[config.mk]
export PLATFORM = sky130hd
export DESIGN_NAME = rtdelay_est
export DESIGN_NICKNAME = d
export VERILOG_FILES = /design/src/rtl/rtd_pkg.sv /design/src/rtl/rtd_timer.sv /design/src/rtl/rtd_accum.sv /design/src/rtl/rtd_ctrl.sv /design/src/rtl/rtdelay_est.sv
export SDC_FILE = /design/constraint.sdc
export NUM_CORES = 1
export LEC_CHECK = 0
export BUFFER_PORTS_ARGS = -buffer_cell sky130_fd_sc_hd__buf_2
export CAP_MARGIN = 20
export CORE_ASPECT_RATIO = 1.25
export CORE_MARGIN = 4
export CORE_UTILIZATION = 26
export CTS_CLUSTER_DIAMETER = 40
export DETAILED_ROUTE_END_ITERATION = 7
export PLACE_DENSITY = 0.54
export SYNTH_ARGS = -nofsm -noshare
export SYNTH_HDL_FRONTEND = slang
export SYNTH_SLANG_ARGS = --single-unit
[constraint.sdc]
create_clock -name clk -period 2.6 [get_ports clk]
set_input_delay 0.52 -clock clk [delete_from_list [all_inputs] [get_ports clk]]
set_output_delay 0.52 -clock clk [all_outputs]
set_load 0.005 [all_outputs]
[src/rtl/rtd_pkg.sv]
package rtd_pkg;
  typedef enum logic [2:0] {
    ST_IDLE   = 3'd0,
    ST_SEND   = 3'd1,
    ST_WAIT   = 3'd2,
    ST_LISTEN = 3'd3,
    ST_COMMIT = 3'd4,
    ST_DONE   = 3'd5
  } rtd_state_e;

  localparam logic ROLE_MEASURE = 1'b0;
  localparam logic ROLE_ECHO    = 1'b1;
endpackage

[src/rtl/rtd_timer.sv]
module rtd_timer #(
  parameter int W = 16
) (
  input  logic         clk,
  input  logic         rst_n,
  input  logic         clear_i,
  input  logic         run_i,
  output logic [W-1:0] value_o
);
  localparam logic [W-1:0] MAXV = '1;
  localparam logic [W-1:0] ONE  = W'(1);

  // The cycle in which clear_i is high counts as tick 0.
  always_ff @(posedge clk or negedge rst_n) begin
    if (!rst_n)
      value_o <= '0;
    else if (clear_i)
      value_o <= ONE;
    else if (run_i && value_o != MAXV)
      value_o <= value_o + ONE;
  end
endmodule

[src/rtl/rtd_accum.sv]
module rtd_accum #(
  parameter int W    = 16,
  parameter int LOG2 = 4
) (
  input  logic              clk,
  input  logic              rst_n,
  input  logic              clear_i,
  input  logic              add_i,
  input  logic [W-1:0]      sample_i,
  output logic [W+LOG2-1:0] sum_o,
  output logic              last_o
);
  localparam int SUM_W = W + LOG2;

  logic [LOG2-1:0] cnt_q;

  always_ff @(posedge clk or negedge rst_n) begin
    if (!rst_n) begin
      sum_o <= '0;
      cnt_q <= '0;
    end else if (clear_i) begin
      sum_o <= '0;
      cnt_q <= '0;
    end else if (add_i) begin
      sum_o <= sum_o + SUM_W'(sample_i);
      cnt_q <= cnt_q + 1'b1;
    end
  end

  assign last_o = (cnt_q == {LOG2{1'b1}});

  assert_clear_empties_R3: assert property (@(posedge clk) disable iff (!rst_n)
    clear_i |=> (sum_o == '0 && !last_o));
endmodule

[src/rtl/rtd_ctrl.sv]
module rtd_ctrl
  import rtd_pkg::*;
#(
  parameter int W = 16
) (
  input  logic         clk,
  input  logic         rst_n,
  input  logic         start_i,
  input  logic         role_i,
  input  logic         peak_i,
  input  logic [W-1:0] timer_i,
  input  logic [W-1:0] timeout_i,
  input  logic         last_i,
  output logic         tx_trig_o,
  output logic         timer_clear_o,
  output logic         timer_run_o,
  output logic         acc_clear_o,
  output logic         acc_add_o,
  output logic         wr_en_o,
  output logic         done_o
);
  rtd_state_e st_q, st_d;

  logic expired;
  assign expired = (timer_i >= timeout_i);

  always_comb begin
    st_d          = st_q;
    tx_trig_o     = 1'b0;
    timer_clear_o = 1'b0;
    timer_run_o   = 1'b0;
    acc_clear_o   = 1'b0;
    acc_add_o     = 1'b0;
    wr_en_o       = 1'b0;
    done_o        = 1'b0;
    unique case (st_q)
      ST_IDLE: begin
        if (start_i) begin
          acc_clear_o = 1'b1;
          st_d = (role_i == ROLE_ECHO) ? ST_LISTEN : ST_SEND;
        end
      end
      ST_SEND: begin
        tx_trig_o     = 1'b1;
        timer_clear_o = 1'b1;
        st_d          = ST_WAIT;
      end
      ST_WAIT: begin
        timer_run_o = 1'b1;
        if (peak_i) begin
          acc_add_o = 1'b1;
          st_d = last_i ? ST_COMMIT : ST_SEND;
        end else if (expired) begin
          st_d = ST_SEND;
        end
      end
      ST_LISTEN: begin
        timer_run_o = 1'b1;
        if (peak_i) begin
          tx_trig_o     = 1'b1;
          timer_clear_o = 1'b1;
          acc_add_o     = 1'b1;
          if (last_i) st_d = ST_DONE;
        end
      end
      ST_COMMIT: begin
        wr_en_o = 1'b1;
        st_d    = ST_DONE;
      end
      ST_DONE: begin
        done_o = 1'b1;
        st_d   = ST_IDLE;
      end
      default: st_d = ST_IDLE;
    endcase
  end

  always_ff @(posedge clk or negedge rst_n) begin
    if (!rst_n) st_q <= ST_IDLE;
    else        st_q <= st_d;
  end

  assert_retry_after_timeout_R6: assert property (@(posedge clk) disable iff (!rst_n)
    (st_q == ST_WAIT && !peak_i && timer_i >= timeout_i) |=> tx_trig_o);
  assert_done_after_write_R7: assert property (@(posedge clk) disable iff (!rst_n)
    wr_en_o |=> (done_o && !wr_en_o));
  assert_no_trig_in_write_R5: assert property (@(posedge clk) disable iff (!rst_n)
    !(wr_en_o && tx_trig_o));
endmodule

[src/rtl/rtdelay_est.sv]
module rtdelay_est #(
  parameter int TIMER_W    = 16,
  parameter int TRIAL_LOG2 = 4,
  parameter int NBR_W      = 2
) (
  input  logic               clk,
  input  logic               rst_n,
  input  logic               start_i,
  input  logic               role_i,
  input  logic [NBR_W-1:0]   nbr_i,
  input  logic               peak_i,
  input  logic [TIMER_W-1:0] turnaround_i,
  input  logic [TIMER_W-1:0] timeout_i,
  output logic               tx_trig_o,
  output logic               wr_en_o,
  output logic [NBR_W-1:0]   wr_addr_o,
  output logic [TIMER_W-1:0] wr_data_o,
  output logic               done_o
);
  localparam int SUM_W = TIMER_W + TRIAL_LOG2;

  // Mean of the trials, less turnaround, halved; clamps at zero.
  function automatic logic [TIMER_W-1:0] one_way(input logic [SUM_W-1:0] sum,
                                                 input logic [TIMER_W-1:0] turn);
    logic [TIMER_W-1:0] mean;
    mean = sum[SUM_W-1:TRIAL_LOG2];
    if (mean > turn) one_way = (mean - turn) >> 1;
    else             one_way = '0;
  endfunction

  // Named internal events
  logic               ev_timer_clear;
  logic               ev_timer_run;
  logic               ev_acc_clear;
  logic               ev_acc_add;
  logic               ev_last;
  logic [TIMER_W-1:0] tick;
  logic [SUM_W-1:0]   sum;
  logic [NBR_W-1:0]   nbr_q;
  logic [TIMER_W-1:0] turn_q;

  rtd_timer #(.W(TIMER_W)) u_timer (
    .clk     (clk),
    .rst_n   (rst_n),
    .clear_i (ev_timer_clear),
    .run_i   (ev_timer_run),
    .value_o (tick)
  );

  rtd_accum #(.W(TIMER_W), .LOG2(TRIAL_LOG2)) u_accum (
    .clk      (clk),
    .rst_n    (rst_n),
    .clear_i  (ev_acc_clear),
    .add_i    (ev_acc_add),
    .sample_i (tick),
    .sum_o    (sum),
    .last_o   (ev_last)
  );

  rtd_ctrl #(.W(TIMER_W)) u_ctrl (
    .clk           (clk),
    .rst_n         (rst_n),
    .start_i       (start_i),
    .role_i        (role_i),
    .peak_i        (peak_i),
    .timer_i       (tick),
    .timeout_i     (timeout_i),
    .last_i        (ev_last),
    .tx_trig_o     (tx_trig_o),
    .timer_clear_o (ev_timer_clear),
    .timer_run_o   (ev_timer_run),
    .acc_clear_o   (ev_acc_clear),
    .acc_add_o     (ev_acc_add),
    .wr_en_o       (wr_en_o),
    .done_o        (done_o)
  );

  always_ff @(posedge clk or negedge rst_n) begin
    if (!rst_n) begin
      nbr_q  <= '0;
      turn_q <= '0;
    end else if (ev_acc_clear) begin
      nbr_q  <= nbr_i;
      turn_q <= turnaround_i;
    end
  end

  assign wr_addr_o = nbr_q;
  assign wr_data_o = one_way(sum, turn_q);

  assert_timer_restart_R1: assert property (@(posedge clk) disable iff (!rst_n)
    tx_trig_o |=> (tick == TIMER_W'(1)));
  assert_write_after_last_R5: assert property (@(posedge clk) disable iff (!rst_n)
    wr_en_o |-> $past(ev_acc_add && ev_last));
  assert_addr_stable_R5: assert property (@(posedge clk) disable iff (!rst_n)
    (!$past(ev_acc_clear) && wr_en_o) |-> $stable(wr_addr_o));
endmodule

# Yosys cells after proc, flatten, opt, wreduce, memory -nomap -nowiden
# Cells that the tools add are included.
[word_totals] wordCells=52 regBits=61 output_inout_bits=21 inputBits=39
[classes] n_reduce_logical=6 n_mux=23 magnitude_cmp=2 addsub=4 n_eq_ne=11
[ops] operator="20-bit 2-to-1 mux" n=2
[ops] operator="16-bit 2-to-1 mux" n=2
[ops] operator="20-bit by 16-bit adder with 20-bit output" n=1
[ops] operator="3-bit 2-to-1 mux" n=6
[ops] operator="16-bit by 1-bit adder with 16-bit output (second input constant)" n=1
[ops] operator="16-bit >= comparator" n=1
[ops] operator="16-bit greater-than comparator" n=1
[ops] operator="16-bit != test (second input constant)" n=1
[ops] operator="16-bit subtractor" n=1
[ops] operator="15-bit 2-to-1 mux" n=1
[ops] operator="3-bit case mux with 5 select lines" n=1
[ops] operator="4-bit 2-to-1 mux" n=2
[ops] operator="1-bit 2-to-1 mux" n=7
[ops] operator="3-bit by 2-bit == test with 1-bit output (second input constant)" n=2
[ops] operator="3-bit == test (second input constant)" n=2
[ops] operator="4-bit by 1-bit adder with 4-bit output (second input constant)" n=1
[ops] operator="4-bit == test (second input constant)" n=1
[ops] operator="2-bit != test (second input constant)" n=2
[ops] operator="4-bit AND reduction" n=1
[ops] operator="2-bit nonzero test" n=2
[ops] operator="3-bit by 1-bit == test with 1-bit output (second input constant)" n=1
[ops] operator="3-bit logical NOT" n=1
[ops] operator="3-bit by 2-bit != test with 1-bit output (second input constant)" n=1
[ops] operator="2-bit 2-to-1 mux" n=1
[ops] operator="other kinds (4)" n=4

# Longest topological paths before layout
# Gate-level depths: netlist of run 1.
[logic_depth] depth_word=6 depth_mapped=11 mapped_depth_nobuf=10

# Cells and area by module
# From an unflattened synthesis of run 1, not the netlist that was laid out.
[unflattened] cells_unflattened=575 hier_area_um2=4997.3
[by_module_without_submodules] module="rtd_accum" instances=1 cells_each=191 area_each_um2=1747.9 seq_area_each_um2=600.6
[by_module_without_submodules] module="rtdelay_est" instances=1 cells_each=203 area_each_um2=1660.3 seq_area_each_um2=450.4
[by_module_without_submodules] module="rtd_timer" instances=1 cells_each=98 area_each_um2=943.4 seq_area_each_um2=400.4
[by_module_without_submodules] module="rtd_ctrl" instances=1 cells_each=83 area_each_um2=645.6 seq_area_each_um2=75.1

# Worst setup path after synthesis of run 1
# No wires, ideal clock.
[synth_path] kind="flip-flop to output port" start="register u_accum.sum_o[4]" end="output port wr_data_o[11]" t_required_ns=2.080 path_stages_with_launch=12 setup_slack_ns=-0.181 arrival_ns=2.261 n_path_buf=1 cell_sequence="dfrtp_1 > inv_1 > ha_1 > inv_1 > fa_1 > a211oi_2 > o21ai_1 > nand4_1 > nand2_1 > a221oi_4 > buf_4 > nor3_1"
[synth_between] elab_chain_cells=2 elab_cells_between_ends=3 classes_between="1 x add/sub; 1 x order compare; 1 x mux"
[synth_rtl] element="start: declaration" line="rtd_accum.sv:10" text="output logic [W+LOG2-1:0] sum_o,"
[synth_rtl] element="start signal: assignment" line="rtd_accum.sv:25" text="sum_o <= sum_o + SUM_W'(sample_i);"
[synth_rtl] element="16-bit subtractor or 16-bit greater-than comparator (tied branches)" line="rtdelay_est.sv:27" text="if (mean > turn) one_way = (mean - turn) >> 1;"
[synth_rtl] element="15-bit 2-to-1 mux *" line="rtdelay_est.sv:27"
[synth_rtl] element="end: declaration" line="rtdelay_est.sv:17" text="output logic [TIMER_W-1:0] wr_data_o,"
# Every way passes the cells marked *; elsewhere a longest branch is shown, timed or not.

# Worst setup path in the final report of run 1
[layout_path] start="register u_accum.sum_o[4]" end="output port wr_data_o[3]"
# The elaborated chain is that of the path after synthesis.

==> impl_metrics.ini, run 1 <==
[run_status]
status = finished, violations left
failed_checks = negative setup slack

[power]
combPwrFrac_pct = 37.5
sw_frac_of_total_pct = 33.3
power_uw = 4500
p_clk_share_pct = 33.2
vdd_drop_max_mv = 0.385
pwr-share-seq_pct = 29.3
internal-power_uw = 3000
net-switching-power_uw = 1500
p_leak_uw = 0.00297
powerDensity_nw_per_um2 = 754

[synthesis]
synth.largest_area_cell = dfrtp_1
synthXorXnorAreaFrac_pct = 5.50
synthAdderAreaFrac_pct = 14.4
syn_inst = 542
synthMuxAreaShare_pct = 0.650
synth_area_leaders = dfrtp_1 33%, ha_1 14%, o21ai_0 5.2%
synthDistinctLibCells = 60
synth_edf_count = 0
synth_nets = 633
synth_top_family_by_area = compound AO/OA/AOI/OAI gates
synth_simple_gate_area_share_pct = 20.3
postSynthAreaPerCell_um2 = 8.53
synth-seq-cells = 61
synth-async-reset-ratio_pct = 100
ys_seq_area_share_pct = 33.0
yosys_warnings = 0
synthFlopType = dfrtp_1
syn_area_um2 = 4620
yosysTopAreaCellShare_pct = 33.0
synth_compound_area_share_pct = 21.4

[placed_design]
numPortBuffers = 58
place_congestion = 0.857
hpwl_mm = 9.37

[clocking]
post_cts_buffers = 0
clockBufferDepth = 2
clock-sinks = 61
insertion_delay_ns = 0.34
cts_root_buf = clkbuf_16
cts_made_buffers = 9
tritoncts = built
h-tree-depth = 3
clk_pin_slew_ns = 0.05

[worst_hold_path]
min_path_type = in2async

[timing]
drv_slew = 0
fin_ws_ns = -0.466
maxSlewHeadroom_pct = 64.3
finalCriticalPeriod_ns = 3.07
setup-tns-final_ns = -6.81
period_share_pct = 118
finalHoldViolations = 0
finalSetupViolCount = 15
skew_ns = 0.00871
worst_pin_slew_ns = 0.535
rsz0062_at_grt = yes
fmax_mhz = 326

[final_layout]
multi_input_area_um2 = 2910
finalNetCount = 744
seq_area_um2 = 1530
num-fill-cells = 1844
drive_gt1_share_pct = 22.3
synthToLayoutAreaGrowth_pct = 29.0
antenna_cells = 0

[drt]
drtIter0Drc = 205
first_pass_iters = 4
wl_per_cell_um = 13.4
drc_errors = 0
via_per_inst = 4.71
drtAntennaViolNets = 0
vias = 4153
drt-total-wl_mm = 11.8

[job]
drv_cap = 0

[die]
die_h_um = 157
die_w_um = 127
start_util_pct = 26.5
ios = 60
rows = 54
die-area_um2 = 20000
core_area_um2 = 17400

[setup_path]
path_max_fanout = 15
critical_path_class = reg2out
start_kind = register
cp.required_ns = 2.08
crit_arrival_ns = 2.55
r2r_cells = 8
critical_path.endpoint_type = primary output

[global_route]
grt_overflow_total = 0
antenna_found_initial = 0
groute.usage.overall_pct = 12.2
grt_pass1_vias = 4010
grt_pass1_wl_mm = 19.7
grt_max_degree = 62
[per-layer routing]
| layer | up-vias | share of wire, % | global-route usage [%] |
|---|---|---|---|
| li1 | 2176 | - | - |
| met1 | 1887 | 48 | 16.2 |
| met2 | 74 | 47 | 20.0 |
| met3 | 16 | 3.7 | 2.31 |
| met4 | 0 | 1.8 | 4.24 |
| met5 | - | 0 | 0 |
[critical path, stage by stage, from the launching register on]
cell and delay [ns]:
dfrtp_1 0.37, inv_1 0.06, ha_2 0.18, inv_2 0.04, fa_2 0.36, a211oi_4 0.24
o21ai_2 0.09, nand4_1 0.11, nand2_2 0.09, a221oi_4 0.32, buf_12 0.17, nor4_1 0.06
buf_2 0.13
[cells in the mapped netlist (7+ instances only)]
cell type / n
a21o_1: 14
a21oi_1: 32
and3_1: 7
dfrtp_1: 61
ha_1: 50
inv_1: 43
nand2_1: 61
nand3_1: 17
nand4_1: 11
nor2_1: 40
nor3_1: 17
o211ai_1: 7
o21ai_0: 48
xnor2_1: 15
xor2_1: 14
[layout by cell type (no fill, tap or decap), types with 6 or more instances in the layout]
| master | synthesis | routed |
|---|---|---|
| a21o_1 | 14 | 14 |
| xnor2_1 | 15 | 15 |
| nor3_1 | 17 | 17 |
| a21oi_1 | 32 | 32 |
| buf_2 | 2 | 58 |
| buf_4 | 2 | 51 |
| dfrtp_1 | 61 | 61 |
| nand2b_1 | 6 | 6 |
| o211ai_1 | 7 | 7 |
| and3_1 | 7 | 7 |
| nand4_1 | 11 | 11 |
| nor2_1 | 40 | 40 |
| nand2_1 | 61 | 60 |
| clkbuf_16 | 0 | 9 |
| inv_1 | 43 | 42 |
| xor2_1 | 14 | 14 |
| o31ai_1 | 6 | 6 |
| o21ai_0 | 48 | 48 |
| nand3_1 | 17 | 17 |
| ha_1 | 50 | 49 |
[final timing paths]
check	startpoint	end	slack [ns]
setup / recovery	u_accum.sum_o[4]	wr_data_o[3]	-0.47
hold / removal	rst_n	u_timer.value_o[15]	0.19
hold reg to reg	wr_addr_o[1]	wr_addr_o[1]	0.47
setup reg to reg	u_accum.sum_o[4]	u_accum.sum_o[15]	0.20
max in group asynchronous	rst_n	u_accum.cnt_q[2]	2.12
min in group clk	nbr_i[1]	wr_addr_o[1]	0.37
[registers in the layout, summed over array words and instances, names as in the netlist]
register / cells
turn_q: 16
u_accum.cnt_q: 4
u_accum.sum_o: 20
u_ctrl.st_q: 3
u_timer.value_o: 16
wr_addr_o: 2
[cell families (layout without fill, tap and decap cells)]
kind of cell	count (synthesis)	count (layout)
xor+xnor	29	29
mux	3	3
simple gates	191	191
other cells	1	1
compound gates	151	151
flops	61	61
buf+inv	54	170
fa+ha+maj	52	52
[final cells by class]
cell class / count / area share (%)
clock buffer: 9 / 3.78
clock inverter: 7 / 2.43
inverter: 43 / 2.71
multi-input combinational: 427 / 48.8
sequential: 61 / 25.6
tap: 224 / 4.70
timing repair buffer: 111 / 12.0
[stage by stage]
stage	worst slack, ns	cells	hold WS [ns]	util [%]	instance area, um^2
after CTS	-0.487	882	0.205	34.1	5940
final	-0.466	882	0.188	34.2	5960
after global placement	-0.141	866	0.465	32.0	5570
after detailed placement	-0.160	866	0.465	32.0	5570
after global routing	-0.617	882	0.226	34.2	5960
after floorplan	-0.0494	542	0.224	-	4630
[power by group through the flow]
stage | logic [uW] | registers, uW | clock network (uW)
2_1_floorplan | 1080 | 1300 | 0
3_3_place_gp | 1670 | 1330 | 0
3_5_place_dp | 1680 | 1330 | 0
4_1_cts | 1690 | 1320 | 1520
5_1_grt | 1910 | 1350 | 1560
6_report | 1690 | 1320 | 1490
[timing repair]
| action | in CTS | in global routing |
|---|---|---|
| setup endpoints to repair | 15 | 16 |
| resized for setup | 0 | 5 |
| hold buffers | 0 | 0 |
| pin swaps | 1 | 0 |
| hold endpoints to repair | 0 | 0 |
Power figures use the tool's default switching activity.
==> run 2: changes to the inputs <==
--- a/config.mk
+++ b/config.mk
@@ -5,14 +5,14 @@
 export SDC_FILE = /design/constraint.sdc
 export NUM_CORES = 1
 export LEC_CHECK = 0
-export BUFFER_PORTS_ARGS = -buffer_cell sky130_fd_sc_hd__buf_2
+export BUFFER_PORTS_ARGS = -buffer_cell sky130_fd_sc_hd__buf_4
 export CAP_MARGIN = 20
 export CORE_ASPECT_RATIO = 1.25
 export CORE_MARGIN = 4
-export CORE_UTILIZATION = 26
+export CORE_UTILIZATION = 53
 export CTS_CLUSTER_DIAMETER = 40
 export DETAILED_ROUTE_END_ITERATION = 7
-export PLACE_DENSITY = 0.54
+export PLACE_DENSITY = 0.87
 export SYNTH_ARGS = -nofsm -noshare
 export SYNTH_HDL_FRONTEND = slang
 export SYNTH_SLANG_ARGS = --single-unit
==> run 2 against run 1 <==
- the run still ends with negative setup slack left
- combinational power shrank 5%
- via count increased by 1.8%
- register-to-register slack is essentially flat
- clock-buffer cell count rose by 1
- sequential power barely moved
- worst hold slack improved by 0.051 ns
- setup slack worse by 0.070 ns
- highest routed layer unchanged
==> impl_metrics.ini, run 2 (synthesis gave the netlist of run 1 again) <==
[run_status]
status = finished, violations left
failed_checks = negative setup slack

[setup_path]
crit_arrival_ns = 2.62
path_max_fanout = 15
r2r_slack_ns = 0.20
start_kind = register
r2r_end = u_accum.sum_o[15]
r2r_cells = 8
critical_path.endpoint_type = primary output
cp.required_ns = 2.08
r2r_start = u_accum.sum_o[4]
crit_start = u_accum.sum_o[4]
critical_path_class = reg2out
cp-endpoint = wr_data_o[4]

[power]
p_clk_share_pct = 19.6
combPwrFrac_pct = 44.0
p_leak_uw = 0.00280
net-switching-power_uw = 1380
sw_frac_of_total_pct = 38.0
vdd_drop_max_mv = 0.351
internal-power_uw = 2260
pwr-share-seq_pct = 36.4
powerDensity_nw_per_um2 = 653

[job]
drv_cap = 0

[die]
start_util_pct = 55.1
die_h_um = 112
core_area_um2 = 8380
ios = 60
die-area_um2 = 10300
rows = 37
die_w_um = 91.5

[final_layout]
antenna_cells = 0
regMostFlops = u_accum.sum_o
synthToLayoutAreaGrowth_pct = 20.8
final_cell_mix = 87 x buf_4, 61 x dfrtp_1, 60 x nand2_1
finalNetCount = 721
top_regs = u_accum.sum_o (20), turn_q (16), u_timer.value_o (16)
largest_reg_flops = 20
drive_gt1_share_pct = 19.4
final_common_cell = buf_4
final_core_util_pct = 66.6

[drt]
drtAntennaViolNets = 0
drtIter0Drc = 253
drc_errors = 0
first_pass_iters = 7
vias = 4226
drt-total-wl_mm = 10.8
wl_per_cell_um = 14.3
via_per_inst = 5.63

[timing]
fin_ws_ns = -0.537
worst_pin_slew_ns = 0.745
finalSetupViolCount = 15
period_share_pct = 121
maxSlewHeadroom_pct = 50.4
finalHoldViolations = 0
drv_slew = 0
skew_ns = 0.0125
finalCriticalPeriod_ns = 3.14
fmax_mhz = 319
rsz0062_at_grt = yes

[placed_design]
place_congestion = 0.899
post-place-ws_ns = -0.231
hpwl_mm = 8.43
numPortBuffers = 58

[global_route]
grt_pass1_vias = 4207
grt_max_degree = 62
antenna_found_initial = 0
grt_pass1_wl_mm = 18.8
groute.usage.overall_pct = 22.0
grt_overflow_total = 0

[clocking]
h-tree-depth = 3
ctsHoldBuffers = 0
insertion_delay_ns = 0.35
clock-sinks = 61
tritoncts = built
post_cts_buffers = 0
cts_made_buffers = 9
cts_root_buf = clkbuf_8
clockBufferDepth = 2
clk_pin_slew_ns = 0.07

[worst_hold_path]
min_path_type = in2async
-- run 2: changes by cell type in the layout (fill, tap and decap cells not counted), sizes merged --
| cell | previous run | this run |
|---|---|---|
| inv | 45 | 43 |
| clkinv | 0 | 4 |
| bufinv | 4 | 0 |
| clkbuf | 9 | 10 |
| buf | 111 | 88 |
-- run 2: cell type report --
class / count / area, um^2
Clock buffer: 10 / 138
Clock inverter: 5 / 27.5
Fill cell: 662 / 2800
Inverter: 43 / 161
Multi-Input combinational cell: 427 / 2910
Sequential cell: 61 / 1530
Tap cell: 117 / 146
Timing Repair Buffer: 88 / 673
-- run 2: worst min path at each step --
| stage | endpoint | slack, ns |
|---|---|---|
| after floorplan | turn_q[0] | 0.22 |
| after global placement | wr_addr_o[0] | 0.46 |
| after detailed placement | wr_addr_o[1] | 0.47 |
| after CTS | turn_q[12] | 0.25 |
| after global routing | turn_q[13] | 0.30 |
| final | turn_q[13] | 0.24 |
-- run 2: metal layers --
metal  vias up  wire (um)  GRT usage [%]
met4         0        295           9.15
met1      1962       4480           26.6
li1       2131          -              -
met3        23        489           3.82
met5         -          0              0
met2       110       5490           38.5
-- run 2: timing repair --
action                     in CTS  in global routing
hold endpoints to repair        0                  0
gates resized for setup         1                  4
pin swaps                       1                  0
cloned                          0                  0
setup endpoints to repair      15                 15
-- run 2: critical path: stages (launching register included) --
cell,delay [ns]
dfrtp_1,0.37
inv_1,0.06
ha_2,0.18
inv_2,0.04
fa_2,0.36
a211oi_4,0.25
o21ai_2,0.09
nand4_1,0.13
nand2_2,0.10
a221oi_4,0.32
buf_12,0.18
nor4_1,0.06
buf_4,0.14
-- run 2: power groups by stage --
| stage | Sequential [uW] | Combinational [uW] | Clock, uW |
|---|---|---|---|
| 2_1_floorplan | 1300 | 1080 | 0 |
| 3_3_place_gp | 1330 | 1510 | 0 |
| 6_report | 1330 | 1600 | 715 |
| 5_1_grt | 1360 | 1810 | 770 |
| 4_1_cts | 1330 | 1590 | 726 |
| 3_5_place_dp | 1340 | 1570 | 0 |
-- run 2: per-stage QoR --
step	cells	power [uW]	setup TNS, ns	hold slack (ns)	area (um^2)
3_5_place_dp	736	2910	-3.13	0.469	5400
3_3_place_gp	736	2840	-2.10	0.461	5400
2_1_floorplan	542	2380	-0.484	0.224	4630
4_1_cts	751	3640	-8.01	0.253	5570
5_1_grt	751	3930	-10.36	0.295	5580
6_report	751	3640	-7.92	0.240	5580
